==> src/rtl/ber_los_pkg.sv <==
package ber_los_pkg;

    typedef struct packed {
        logic early;
        logic mid;
        logic late;
    } pd_samples_t;

    // centre samples agree, transition sample disagrees
    function automatic logic is_sample_error(pd_samples_t s);
        return (s.early == s.late) && (s.mid != s.early);
    endfunction

    function automatic logic is_transition(pd_samples_t s);
        return s.early != s.late;
    endfunction

endpackage

==> src/rtl/err_classify.sv <==
module err_classify
    import ber_los_pkg::*;
(
    input  pd_samples_t smp,
    output logic        err_o,
    output logic        trans_o
);
    always_comb begin
        err_o   = is_sample_error(smp);
        trans_o = is_transition(smp);
    end
endmodule

==> src/rtl/slide_window.sv <==
module slide_window #(
    parameter int WIN = 64,
    localparam int CW = $clog2(WIN + 1)
) (
    input  logic          clk,
    input  logic          rst,
    input  logic          step,
    input  logic          err_in,
    output logic [CW-1:0] cnt_q_o,
    output logic [CW-1:0] cnt_d_o
);
    typedef struct packed {
        logic [WIN-1:0] hist;
        logic [CW-1:0]  cnt;
    } win_state_t;

    win_state_t s_d, s_q;

    always_comb begin
        s_d = s_q;
        if (step) begin
            s_d.hist = {s_q.hist[WIN-2:0], err_in};
            s_d.cnt  = s_q.cnt + CW'(err_in) - CW'(s_q.hist[WIN-1]);
        end
    end

    always_ff @(posedge clk) begin
        if (rst) s_q <= '0;
        else     s_q <= s_d;
    end

    assign cnt_q_o = s_q.cnt;
    assign cnt_d_o = s_d.cnt;
endmodule

==> src/rtl/quiet_timer.sv <==
module quiet_timer #(
    parameter int LIMIT = 2048,
    localparam int RW = $clog2(LIMIT + 2)
) (
    input  logic          clk,
    input  logic          rst,
    input  logic          step,
    input  logic          trans,
    output logic          quiet_d_o,
    output logic [RW-1:0] run_q_o
);
    localparam logic [RW-1:0] LIM_V = RW'(LIMIT);
    localparam logic [RW-1:0] TOP_V = RW'(LIMIT + 1);

    logic [RW-1:0] run_d, run_q;

    always_comb begin
        run_d = run_q;
        if (step) begin
            if (trans)               run_d = '0;
            else if (run_q != TOP_V) run_d = run_q + 1'b1;
        end
        quiet_d_o = run_d > LIM_V;
    end

    always_ff @(posedge clk) begin
        if (rst) run_q <= '0;
        else     run_q <= run_d;
    end

    assign run_q_o = run_q;
endmodule

==> src/rtl/ber_los_detector.sv <==
module ber_los_detector
    import ber_los_pkg::*;
#(
    parameter int ASSERT_WIN  = 64,
    parameter int ASSERT_THR  = 3,
    parameter int CLEAR_WIN   = 4096,
    parameter int CLEAR_MAX   = 4,
    parameter int QUIET_LIMIT = 2048,
    parameter int CNT_W       = 16,
    parameter bit INVERT      = 1'b0
) (
    input  logic             clk,
    input  logic             rst,
    input  logic             samp_valid,
    input  logic             samp_early,
    input  logic             samp_mid,
    input  logic             samp_late,
    output logic             los,
    output logic [CNT_W-1:0] err_count
);
    localparam int WCW = $clog2(ASSERT_WIN + 1);
    localparam int RW  = $clog2(QUIET_LIMIT + 2);
    localparam int BW  = $clog2(CLEAR_WIN + 1);
    localparam int EW  = $clog2(CLEAR_MAX + 2);
    localparam logic [WCW-1:0] THR_V  = WCW'(ASSERT_THR);
    localparam logic [BW-1:0]  BLK_V  = BW'(CLEAR_WIN);
    localparam logic [EW-1:0]  EMAX_V = EW'(CLEAR_MAX);
    localparam logic [EW-1:0]  ESAT_V = EW'(CLEAR_MAX + 1);

    typedef struct packed {
        logic             alarm;
        logic [BW-1:0]    blk_bits;
        logic [EW-1:0]    blk_errs;
        logic [CNT_W-1:0] total;
    } det_state_t;

    det_state_t    s_d, s_q;
    pd_samples_t   smp;
    logic          bit_err, bit_trans, quiet_d, trigger;
    logic [WCW-1:0] win_cnt_q, win_cnt_d;
    logic [RW-1:0]  run_q;
    logic [BW-1:0]  bits_inc;
    logic [EW-1:0]  errs_inc;
    logic           alarm_q;

    assign smp = '{early: samp_early, mid: samp_mid, late: samp_late};

    err_classify u_cls (
        .smp     (smp),
        .err_o   (bit_err),
        .trans_o (bit_trans)
    );

    slide_window #(.WIN(ASSERT_WIN)) u_win (
        .clk     (clk),
        .rst     (rst),
        .step    (samp_valid),
        .err_in  (bit_err),
        .cnt_q_o (win_cnt_q),
        .cnt_d_o (win_cnt_d)
    );

    quiet_timer #(.LIMIT(QUIET_LIMIT)) u_quiet (
        .clk       (clk),
        .rst       (rst),
        .step      (samp_valid),
        .trans     (bit_trans),
        .quiet_d_o (quiet_d),
        .run_q_o   (run_q)
    );

    always_comb begin
        s_d      = s_q;
        trigger  = (win_cnt_d >= THR_V) || quiet_d;
        bits_inc = s_q.blk_bits + 1'b1;
        errs_inc = s_q.blk_errs;
        if (bit_err && (s_q.blk_errs != ESAT_V)) errs_inc = s_q.blk_errs + 1'b1;

        if (samp_valid) begin
            if (bit_err && (s_q.total != '1)) s_d.total = s_q.total + 1'b1;

            if (trigger) begin
                s_d.alarm    = 1'b1;
                s_d.blk_bits = '0;
                s_d.blk_errs = '0;
            end else if (s_q.alarm) begin
                if (bits_inc == BLK_V) begin
                    if (errs_inc <= EMAX_V) s_d.alarm = 1'b0;
                    s_d.blk_bits = '0;
                    s_d.blk_errs = '0;
                end else begin
                    s_d.blk_bits = bits_inc;
                    s_d.blk_errs = errs_inc;
                end
            end
        end
    end

    always_ff @(posedge clk) begin
        if (rst) begin
            s_q       <= '0;
            s_q.alarm <= 1'b1;
        end else begin
            s_q <= s_d;
        end
    end

    assign alarm_q   = s_q.alarm;
    assign err_count = s_q.total;

    generate
        if (INVERT) begin : g_inv
            assign los = ~s_q.alarm;
        end else begin : g_pos
            assign los = s_q.alarm;
        end
    endgenerate
endmodule


==> config.mk <==
export PLATFORM = sky130hd
export DESIGN_NAME = ber_los_detector
export DESIGN_NICKNAME = d
export VERILOG_FILES = /design/src/rtl/ber_los_pkg.sv /design/src/rtl/err_classify.sv /design/src/rtl/slide_window.sv /design/src/rtl/quiet_timer.sv /design/src/rtl/ber_los_detector.sv
export SDC_FILE = /design/constraint.sdc
export NUM_CORES = 1
export LEC_CHECK = 0
export BUFFER_PORTS_ARGS = -buffer_cell sky130_fd_sc_hd__buf_2
export CAP_MARGIN = 15
export CORE_ASPECT_RATIO = 1.4
export CORE_MARGIN = 2
export CORE_UTILIZATION = 60
export DETAILED_ROUTE_END_ITERATION = 6
export HOLD_SLACK_MARGIN = 0.1
export PLACE_DENSITY = 0.78
export RECOVER_POWER = 25
export SLEW_MARGIN = 15
export SYNTH_ARGS = -nofsm -noshare
export SYNTH_HDL_FRONTEND = slang
export SYNTH_SLANG_ARGS = --single-unit
==> constraint.sdc <==
create_clock -name clk -period 4.37 [get_ports clk]
set_clock_uncertainty 0.15 [all_clocks]
set_input_delay 0.437 -clock clk [delete_from_list [all_inputs] [get_ports clk]]
set_output_delay 0.437 -clock clk [all_outputs]
set_load 0.05 [all_outputs]
==> impl_results.md <==
- P per Cell Area: 421 mW/mm^2
- Cells along the critical path: inv_1 -> ha_1 -> inv_1 -> ha_1 -> fa_1 -> xor2_1 -> mux2i_1 -> o311ai_0 -> nor4_1 -> nand2_1 -> o41a_1 -> a21boi_1 -> o32ai_1
- Hold WC Path Type: reg -> reg
- Worst R2R Setup Slack: 0.55 ns
- Number of nets still failing antenna checks after routing: 0
- I/O Buffers: 22
- Worst Path Max Fanout: 14
- Cells after Synth: 633
- Most common cell in the netlist: nor2_1
- CP endpoint kind: flip-flop
- Final GP Congestion: 0.881
- Simple-gate area share of the yosys netlist: 0.211
- Drt wl/cell: 14.8 um
- Max IR drop VDD: 0.299 mV
- Setup-failing EPs final: 0
- Vias per std cell: 5.85
- Leak Pwr: 2.47 nW
- Wirelength, routed: 11100 um
- Setup Fix Bufs, Post-CTS: 0
- Fin. Hold Viols: 0
- Layout area overhead: 10.5%
- EDFF count, synth: 0
- Clk pin slew, worst setup/hold paths: 0.05 ns
- Die Area: 0.0100 mm^2
- Failing checks: max-capacitance violations, max-slew violations
- Post-Synth XOR/XNOR Area: 0.0347
- Unrepaired setup endpoints after global routing: false
- Worst stage delay on the critical path: 0.65 ns
- Largest family of logic cells by synthesized area: simple AND/OR/NAND/NOR gates
- 1st-pass router iterations: 5
- Setup crit start kind: flip-flop
- Hpwl dp: 7060 um
- Num CTS Buffers: 17
- Mapped Area: 0.00555 mm^2
- Nets: 653
- Std cell rows: 41
- Synth Area in Compound Gates: 0.112
- Final Slew Violations: 117
- Die Y: 118 um
- Total Neg Setup Slack: 0 ns
- H-tree levels: 4
- Seq/Total Area, Yosys: 0.419
- FFs w/ async S/R, synth: 0
- Setup WS post-layout: 0.547 ns
- Die W: 85.3 um
- Max Clock Freq: 262 MHz
- Yosys top cell by area: dfxtp_1
- Post-synth top area share: 0.419
- Final period utilization: 0.875
- DRT iter0 DRCs: 304
- Largest net degree at the start of global routing: 80
- Global-route wire length before repair: 18900 um
- Adder-cell area share of the yosys netlist: 0.0329
- Slowest stage cell, crit path: o41a_1
- Worst path arrival time: 3.98 ns
- CP required: 4.52 ns
- Run status: finished with violations
- Synth cell types: 65
- Clock Latency Late Sink: 0.40 ns
- Number of synthesized register bits: 116
- Via count: 4392
- I/O Pins: 23
- Vias in the first global route: 4299
- Synth cell count leaders: nor2_1, dfxtp_1, mux2i_1
- Tightest Pin Transition: 3.17 ns
- Synth top area cells: dfxtp_1, mux2i_1, nor2_1, ha_1, o21ai_0
- Final critical-path required period: 3.82 ns
- Ant diodes: 0
- Core footprint: 0.00903 mm^2
- Longest Clk Path Bufs: 2
- Syn Area/Cell: 8.76 um^2
- GRT Resource Usage Total: 0.231
- Clock Tree Root: clkbuf_16
- Mux contribution to synthesized area: 0.125
- Prevailing post-synth register cell: dfxtp_1
- Syn nets: 653
- Synth warnings: 0
- Initial Util: 0.614
- Post-CTS Hold Fix Bufs: 0
- DP Worst Slack: 0.434 ns
- CP Class: reg -> reg
- Residual DRC: 0
- Resize count post-CTS: 0
- Initial antenna violation count: 0
- Max Cap Viol: 2
- Global route overflow: 0
- Slew HR: -1.12
- Layout cells sized above 1: 0.0978
- CTS tree: yes
- Clk sinks: 116
[power by group]
part | switching (mW) | internal [mW]
Clock | 0.463 | 0.858
Combinational | 0.108 | 0.0665
Sequential | 0.0130 | 1.07
[logic make-up (layout without fill, tap and decap cells)]
family,after synthesis,in the layout
AND/OR/NAND/NOR,240,240
flip-flops,116,116
multiplexers,69,69
AO/OA/AOI/OAI,96,96
buffers and inverters,76,87
XOR/XNOR,22,22
adder cells (fa/ha/maj),14,14
[routing by layer]
| layer | vias to the layer above | global-route usage | routed length [um] | share of wire |
|---|---|---|---|---|
| li1 | 2192 | - | - | - |
| met1 | 2032 | 0.255 | 4610 | 0.42 |
| met2 | 127 | 0.391 | 5660 | 0.51 |
| met3 | 41 | 0.0624 | 441 | 0.040 |
| met4 | 0 | 0.134 | 372 | 0.034 |
| met5 | - | 0 | 0 | 0 |
[worst paths after layout]
| path | start | end | cells after the start |
|---|---|---|---|
| worst max-delay path | u_win.cnt_q_o[0] | s_q[17] | 13 |
| worst min-delay path | u_win.s_q[7] | u_win.s_q[7] | 2 |
| worst max register to register | u_win.cnt_q_o[0] | s_q[17] | 13 |
| worst min register to register | u_win.s_q[7] | u_win.s_q[7] | 2 |
[critical path, delay by kind of cell, from the launching register on]
| family | cells | cell delay (ns) |
|---|---|---|
| xor+xnor | 1 | 0.19 |
| compound gates | 4 | 1.19 |
| flops | 1 | 0.35 |
| simple gates | 2 | 0.55 |
| fa+ha+maj | 3 | 0.96 |
| mux | 1 | 0.22 |
| buf+inv | 2 | 0.11 |
[registers in the layout, indices dropped and copies added, names as in the netlist]
register and flops:
err_count 16, los 1, s_q 16, u_quiet.run_q_o 12, u_win.cnt_q_o 7, u_win.s_q 64
[area by class of cell]
class / count / area (um^2)
well taps: 107 / 134
fillers: 718 / 2900
repair buffers: 25 / 126
clock inverters: 9 / 106
clock buffers: 21 / 460
flip-flops and latches: 116 / 2320
inverters: 32 / 120
multi-input cells: 441 / 2860
[metrics by stage]
stage / power (mW) / hold WS (ns) / cells / instance area (um^2) / utilization
6_report: 2.58 / 0.317 / 751 / 6130 / 0.679
3_3_place_gp: 1.27 / 0.301 / 721 / 5570 / 0.617
2_1_floorplan: 1.24 / 0.290 / 633 / 5550 / -
5_1_grt: 2.67 / 0.351 / 751 / 6130 / 0.679
3_5_place_dp: 1.27 / 0.311 / 721 / 5570 / 0.617
4_1_cts: 2.60 / 0.280 / 751 / 6140 / 0.680
[layout by cell type (no fill, tap or decap), drive strengths merged, types with 10 or more instances in the layout]
| cell type | n |
|---|---|
| inv | 32 |
| nand2 | 25 |
| clkbuf | 24 |
| a21oi | 17 |
| ha | 13 |
| nand3 | 20 |
| xor2 | 10 |
| dfxtp | 116 |
| nor3 | 13 |
| buf | 22 |
| nor2 | 119 |
| mux2i | 69 |
| o21ai | 31 |
| xnor2 | 12 |
No activity file was read; power rests on OpenSTA's default activity.
